<file path="config.mk">
export PLATFORM = sky130hd
export DESIGN_NAME = usub_addsub_unit
export DESIGN_NICKNAME = d
export VERILOG_FILES = /design/src/rtl/usub_pkg.sv /design/src/rtl/usub_borrow_cell.sv /design/src/rtl/usub_borrow_chain.sv /design/src/rtl/usub_xor_adder.sv /design/src/rtl/usub_negator.sv /design/src/rtl/usub_addsub_unit.sv
export SDC_FILE = /design/constraint.sdc
export NUM_CORES = 1
export LEC_CHECK = 0
export BUFFER_PORTS_ARGS = -buffer_cell sky130_fd_sc_hd__buf_2
export CAP_MARGIN = 25
export CORE_MARGIN = 2
export CORE_UTILIZATION = 25
export DETAILED_ROUTE_END_ITERATION = 6
export MAX_ROUTING_LAYER = met4
export PLACE_DENSITY_LB_ADDON = 0.3
export REMOVE_ABC_BUFFERS = 1
export SETUP_SLACK_MARGIN = 0.4
export SLEW_MARGIN = 0
export SYNTH_ARGS = -nofsm -noshare
export SYNTH_HDL_FRONTEND = slang
export SYNTH_HIERARCHICAL = 1
export SYNTH_SLANG_ARGS = --single-unit
export TNS_END_PERCENT = 5
</file>
<file path="constraint.sdc">
create_clock -name vclk -period 5.2
set_clock_uncertainty 0.2 [all_clocks]
set_input_delay 0.26 -clock vclk [all_inputs]
set_output_delay 0.26 -clock vclk [all_outputs]
set_load 0.02 [all_outputs]
</file>
<file path="src/rtl/usub_pkg.sv">
package usub_pkg;
  typedef enum logic {
    OP_ADD = 1'b0,
    OP_SUB = 1'b1
  } op_e;

  // Truth maps for the one-bit borrow cell, indexed by {minuend, subtrahend, borrow_in}
  localparam logic [7:0] CELL_DIFF_MAP = 8'b1001_0110;
  localparam logic [7:0] CELL_BOUT_MAP = 8'b1000_1110;
endpackage

</file>
<file path="src/rtl/usub_borrow_cell.sv">
module usub_borrow_cell
  import usub_pkg::*;
(
  input  logic minu_i,
  input  logic subt_i,
  input  logic bin_i,
  output logic diff_o,
  output logic bout_o
);
  logic [2:0] sel;

  always_comb begin
    sel    = {minu_i, subt_i, bin_i};
    diff_o = CELL_DIFF_MAP[sel];
    bout_o = CELL_BOUT_MAP[sel];
  end

  // minuend - subtrahend - borrow_in == diff - 2*borrow_out
  always_comb begin
    p_cell_arith_r6: assert ((int'(minu_i) - int'(subt_i) - int'(bin_i))
                             == (int'(diff_o) - 2 * int'(bout_o)));
  end
endmodule

</file>
<file path="src/rtl/usub_borrow_chain.sv">
module usub_borrow_chain #(
  parameter int W = 8
) (
  input  logic [W-1:0] minu_i,
  input  logic [W-1:0] subt_i,
  output logic [W-1:0] diff_o,
  output logic         borrow_o
);
  logic [W:0] brw;

  assign brw[0] = 1'b0;

  for (genvar i = 0; i < W; i++) begin : g_cell
    usub_borrow_cell u_cell (
      .minu_i (minu_i[i]),
      .subt_i (subt_i[i]),
      .bin_i  (brw[i]),
      .diff_o (diff_o[i]),
      .bout_o (brw[i+1])
    );
  end

  assign borrow_o = brw[W];

  // the chain forms the wrapped difference and a borrow when subt > minu
  always_comb begin
    p_chain_diff_r7: assert ({borrow_o, diff_o} == ({1'b0, minu_i} - {1'b0, subt_i}));
  end
endmodule

</file>
<file path="src/rtl/usub_xor_adder.sv">
module usub_xor_adder #(
  parameter int W = 8
) (
  input  logic [W-1:0] a_i,
  input  logic [W-1:0] b_i,
  input  logic         sub_i,
  output logic [W-1:0] sum_o,
  output logic         cout_o
);
  logic [W:0]   cy;
  logic [W-1:0] b_eff;

  assign cy[0] = sub_i;

  for (genvar i = 0; i < W; i++) begin : g_bit
    assign b_eff[i]  = b_i[i] ^ sub_i;
    assign sum_o[i]  = a_i[i] ^ b_eff[i] ^ cy[i];
    assign cy[i+1]   = (a_i[i] & b_eff[i]) | (a_i[i] & cy[i]) | (b_eff[i] & cy[i]);
  end

  assign cout_o = cy[W];
endmodule

</file>
<file path="src/rtl/usub_negator.sv">
module usub_negator #(
  parameter int W = 8
) (
  input  logic [W-1:0] val_i,
  input  logic         en_i,
  output logic [W-1:0] val_o
);
  logic [W-1:0] inv;
  logic [W-1:0] cy;

  assign cy[0] = en_i;

  for (genvar i = 0; i < W; i++) begin : g_bit
    assign inv[i]   = val_i[i] ^ en_i;
    assign val_o[i] = inv[i] ^ cy[i];
    if (i < W - 1) begin : g_carry
      assign cy[i+1] = inv[i] & cy[i];
    end
  end

  // an enabled complement cancels its input modulo 2^W; disabled passes through
  always_comb begin
    if (en_i) p_negate_sum_zero_r4: assert (W'(val_o + val_i) == '0);
    else      p_negate_pass_r4:     assert (val_o == val_i);
  end
endmodule

</file>
<file path="src/rtl/usub_addsub_unit.sv">
module usub_addsub_unit
  import usub_pkg::*;
#(
  parameter int N = 8
) (
  input  logic [N-1:0] x_i,
  input  logic [N-1:0] y_i,
  input  logic         sub_mode_i,
  output logic [N-1:0] result_o,
  output logic         carry_o,
  output logic         negative_o,
  output logic [N-1:0] alt_mag_o,
  output logic         alt_neg_o
);
  localparam int SUM_W = N + 1;

  op_e          op;
  logic [N-1:0] raw_sum;
  logic         raw_cout;
  logic         fix_en;
  logic [N-1:0] fixed_val;
  logic [N-1:0] chain_diff;
  logic         chain_borrow;

  assign op = op_e'(sub_mode_i);

  usub_xor_adder #(.W(N)) u_adder (
    .a_i    (x_i),
    .b_i    (y_i),
    .sub_i  (sub_mode_i),
    .sum_o  (raw_sum),
    .cout_o (raw_cout)
  );

  assign fix_en = (op == OP_SUB) && !raw_cout;

  usub_negator #(.W(N)) u_fix (
    .val_i (raw_sum),
    .en_i  (fix_en),
    .val_o (fixed_val)
  );

  for (genvar i = 0; i < N; i++) begin : g_mux
    assign result_o[i] = (op == OP_SUB) ? fixed_val[i] : raw_sum[i];
  end

  assign carry_o    = raw_cout;
  assign negative_o = fix_en;

  usub_borrow_chain #(.W(N)) u_chain (
    .minu_i   (x_i),
    .subt_i   (y_i),
    .diff_o   (chain_diff),
    .borrow_o (chain_borrow)
  );

  usub_negator #(.W(N)) u_alt_fix (
    .val_i (chain_diff),
    .en_i  (chain_borrow),
    .val_o (alt_mag_o)
  );

  assign alt_neg_o = chain_borrow;

  always_comb begin
    if (op == OP_ADD) begin
      p_add_sum_r1:      assert ({carry_o, result_o} == (SUM_W'(x_i) + SUM_W'(y_i)));
      p_add_positive_r2: assert (!negative_o);
    end else begin
      p_paths_agree_r7:  assert (result_o == alt_mag_o && negative_o == alt_neg_o);
      p_sign_carry_r3:   assert (negative_o != carry_o);
      if (x_i == y_i) begin
        p_zero_positive_r5: assert (result_o == '0 && !negative_o);
      end
    end
  end
endmodule

</file>
==> results of run 1 <==
[power groups by stage]
stage                     clock network, mW  logic [mW]  registers (mW)
after floorplan                           0       0.243               0
after global placement                    0       0.332               0
after detailed placement                  0       0.336               0
after CTS                                 0       0.412               0
after global routing                      0       0.467               0
final                                     0       0.425               0
[final timing paths]
check / start / end / slack (ns) / cells past startpoint
worst max-delay path: y_i[0] / alt_mag_o[7] / -0.29 / 35
worst min-delay path: x_i[1] / result_o[1] / 0.94 / 4
[cells in the mapped netlist]
master   number  area share (%)
xor2_1       23              16
xnor2_1       7             5.0
fa_1          7              11
mux2i_1       8             6.5
nor2b_1       1            0.51
inv_1        38              12
mux2_4        8             9.7
conb_1        1            0.30
buf_6         4             3.6
mux2_2        1            0.91
xor3_1        2             3.9
ha_1         30              30
[through the flow]
step	worst slack, ns	cells
floorplan	-0.8039	127
global placement	-0.6094	248
detailed placement	-0.6617	248
CTS	-0.3775	248
global route	-0.5797	250
finish	-0.2870	250
[cells in the final DEF (no fill, tap or decap)]
cell,instances
buf_2,25
buf_4,19
buf_6,11
buf_8,1
conb_1,2
fa_1,1
fa_2,6
ha_1,15
ha_2,7
ha_4,8
inv_1,36
inv_2,1
inv_4,1
mux2_2,1
mux2_4,8
mux2i_1,3
mux2i_2,3
mux2i_4,2
nor2b_2,1
xnor2_1,6
xnor2_2,1
xor2_1,20
xor2_2,2
xor2_4,1
xor3_1,2
[kinds of logic after synthesis]
| group | Yosys count | synth area share (%) |
|---|---|---|
| xor gates and xnor gates | 32 | 25.13 |
| adders and majority gates | 37 | 41.74 |
| buffers and inverters | 42 | 15.20 |
| muxes | 17 | 17.12 |
| other | 1 | 0.3037 |
| and+or+nand+nor | 1 | 0.5069 |
[layout make-up]
type	instances	share of cell area [%]
timing repair buffer	56	21.41
multi-input combinational	89	66.53
tap	67	4.414
inverter	38	7.642
[repair_timing]
item | in CTS | in global routing
setup endpoints to repair | 14 | 14
gates resized for setup | 56 | 13
buffers inserted | 0 | 2
pin swaps | 10 | 11
[metal layers]
layer | global-route usage, % | routed length [um] | up-vias
li1 | - | - | 492
met1 | 10.82 | 1038 | 438
met2 | 16.96 | 1210 | 14
met3 | 0.2710 | 56 | 0
met4 | 0 | 0 | 0
met5 | - | 0 | -
==> metrics, run 1 <==
CP max FO=3; Pwr Density=223.5 mW/mm^2; worst setup slack after layout=-0.2870 ns; DRC Markers=0; register area=0 um^2; Die W=74.29 um; Initial Utilization=25.97%; MaxCap Viol Count=0; vias in the first global route=910; tightest hold margin=0.9371 ns; RSZ-0062 raised after global routing=yes; first-pass GRT wire length=3857 um; Worst EP arrival=5.03 ns; Syn Inst Count=130; Buffers & Inverters on Critical Path=11; drt first pass iters=2; port bufs=36; die area=0.005518 mm^2; # diodes=0; Leakage=0.9941 nW; Final Cell Area=0.001899 mm^2; final setup vio count=5; Total Routed Length=2305 um; Placeable Area=0.004755 mm^2; CP max stage cell=xor3_1; power consumption=0.4246 mW; WP data required=4.74 ns; Filler cells=486; Max VDD drop=0.00008733 V; critical path class=primary input to primary output; fmax=0.1823 GHz; clock power share=0%; sw frac=48.17%; io pins=36; Total GRT Usage=8.790%; largest net degree at the start of global routing=15; CTS Hold Buffers Added=0; failing checks=setup timing; Tcrit/Tclk final=105.5%; fin crit period=5.487 ns; dpl hpwl=1919 um; clk_buf instances=0; Yosys warnings=6; hold violation total from the final report=0; Multi-input gate area=0.001264 mm^2; crit-path max cell delay=0.19 ns; status=finished with violations; internal power=0.2201 mW; CP Launch Type=primary input; Post-layout nets=239; area grow syn2layout=53.80%; crit path capture type=primary output; cell row count=25; DR iter-0 viols=3; Max Transition Viols Final=0; layout cells sized above 1=53.55%; Yosys cell types=12; GPL Wtd Cong=0.6872; antenna viol nets, final=0; Combinational Power Share=100.0%; DIE HEIGHT=74.29 um; Post-Synthesis Cell Area=0.001235 mm^2; Tightest Hold Check Type=primary input to primary output; setup tns final=-0.8739 ns; fin util=39.95%; number of sequential cells=0; sw power=0.2045 mW; Flop pwr share=0%; Top Family by Delay on Critical Path=adder cells; DR vias=944; area post-placement=0.001593 mm^2; Remaining Overflow, GRT=0; Avg Inst Size Synth=9.499 um^2; vias per inst=3.776; initial antenna violation count=0; Avg WL per Cell=9.220 um; sequential-to-total area share from yosys stat=0%
Note: power is estimated with default switching activity, not from simulation.
==> run 2: changes to the inputs <==
--- a/config.mk
+++ b/config.mk
@@ -14,6 +14,7 @@
 export PLACE_DENSITY_LB_ADDON = 0.3
 export REMOVE_ABC_BUFFERS = 1
 export SETUP_SLACK_MARGIN = 0.4
+export SKIP_LAST_GASP = 1
 export SLEW_MARGIN = 0
 export SYNTH_ARGS = -nofsm -noshare
 export SYNTH_HDL_FRONTEND = slang
==> metrics, run 2 (same netlist as run 1, synthesis figures left out) <==
status=finished with violations; failing checks=setup timing; Max VDD drop=0.00006386 V; Hold Path End=carry_o; final setup vio count=5; sw power=0.1973 mW; sw frac=52.27%; initial antenna violation count=0; most frequent cells in the layout=inv_1, buf_2, xor2_1; min-delay src=x_i[7]; vias per inst=3.786; cell row count=25; hold violation total from the final report=0; Combinational Power Share=100.0%; dpl hpwl=1919 um; DIE HEIGHT=74.29 um; # diodes=0; Leakage=0.9654 nW; fin crit period=5.506 ns; CTS Hold Buffers Added=0; Tcrit/Tclk final=105.9%; drt first pass iters=2; CP max FO=4; Die W=74.29 um; register area=0 um^2; Total Routed Length=2240 um; setup tns final=-1.055 ns; Tightest Hold Check Type=primary input to primary output; crit-path max cell delay=0.19 ns; vias in the first global route=921; antenna viol nets, final=0; clk_buf instances=0; worst setup slack after layout=-0.3056 ns; internal power=0.1801 mW; Flop pwr share=0%; RSZ-0062 raised after global routing=yes; crit path capture type=primary output; io pins=36; die area=0.005518 mm^2; clock power share=0%; Hold Path Stages=4; Final Cell Area=0.001826 mm^2; area post-placement=0.001593 mm^2; CP Launch Type=primary input; area grow syn2layout=47.82%; Avg WL per Cell=9.032 um; Pwr Density=206.7 mW/mm^2; DRC Markers=0; WP data required=4.74 ns; number of sequential cells=0; fmax=0.1816 GHz; Max Transition Viols Final=0; most common library cell in the layout ignoring fill and taps=inv_1; Post-layout nets=237; Initial Utilization=25.97%; Total GRT Usage=8.585%; DR vias=939; port bufs=36; Remaining Overflow, GRT=0; CP max stage cell=buf_4; Placeable Area=0.004755 mm^2; GPL Wtd Cong=0.6872; first-pass GRT wire length=3795 um; largest net degree at the start of global routing=15; Worst EP arrival=5.05 ns; layout cells sized above 1=49.72%; DR iter-0 viols=3; critical path class=primary input to primary output; MaxCap Viol Count=0
==> run 2: power groups by stage <==
| stage | clock (mW) | sequential [mW] | combinational, mW |
|---|---|---|---|
| after global placement | 0 | 0 | 0.332 |
| final | 0 | 0 | 0.377 |
| after CTS | 0 | 0 | 0.379 |
| after global routing | 0 | 0 | 0.421 |
| after detailed placement | 0 | 0 | 0.336 |
| after floorplan | 0 | 0 | 0.243 |
==> run 2: final cells by class <==
cell class | instances | area (um^2)
fillers | 490 | 2929
inverters | 38 | 145.1
multi-input cells | 89 | 1257
well taps | 67 | 83.83
repair buffers | 54 | 339.1
==> run 2: what timing repair did <==
action | in CTS | in global routing
pin swaps | 10 | 9
endpoints found under the setup margin | 14 | 15
resized for setup | 42 | 5
buffers inserted | 0 | 0
hold endpoints to repair | 0 | 0
==> run 2: worst max path at each step <==
stage	slack (ns)	from	cells after the start	endpoint
floorplan	-0.80	y_i[0]	32	alt_mag_o[7]
global placement	-0.61	y_i[0]	35	alt_mag_o[7]
detailed placement	-0.66	y_i[0]	35	alt_mag_o[7]
CTS	-0.38	y_i[0]	36	alt_mag_o[7]
global route	-0.61	y_i[0]	35	alt_mag_o[7]
finish	-0.31	y_i[0]	35	alt_mag_o[7]
==> run 2: per-stage QoR <==
| stage | utilization [%] | hold WS, ns | std cells | worst slack [ns] | power, mW |
|---|---|---|---|---|---|
| 2_1_floorplan | - | 0.4900 | 127 | -0.8039 | 0.2431 |
| 3_3_place_gp | 33.50 | 0.9440 | 248 | -0.6094 | 0.3319 |
| 3_5_place_dp | 33.50 | 0.9381 | 248 | -0.6617 | 0.3361 |
| 4_1_cts | 37.74 | 0.9425 | 248 | -0.3775 | 0.3788 |
| 5_1_grt | 38.39 | 0.9662 | 248 | -0.6145 | 0.4208 |
| 6_report | 38.39 | 0.9260 | 248 | -0.3056 | 0.3774 |
==> run 2: metal layers <==
metal / part of all wire, % / wire length (um) / track usage (%) / vias to the layer above
li1: - / - / - / 488
met1: 45 / 1005 / 10.73 / 437
met2: 53 / 1190 / 16.37 / 14
met3: 2.0 / 44 / 0.1355 / 0
met4: 0 / 0 / 0.1984 / 0
met5: 0 / 0 / - / -
==> run 2: worst max-delay path: cells and delay by family <==
| kind | cells | cell delay [ns] |
|---|---|---|
| buf+inv | 11 | 0.90 |
| mux | 8 | 1.30 |
| fa+ha+maj | 14 | 2.28 |
| xor+xnor | 2 | 0.27 |
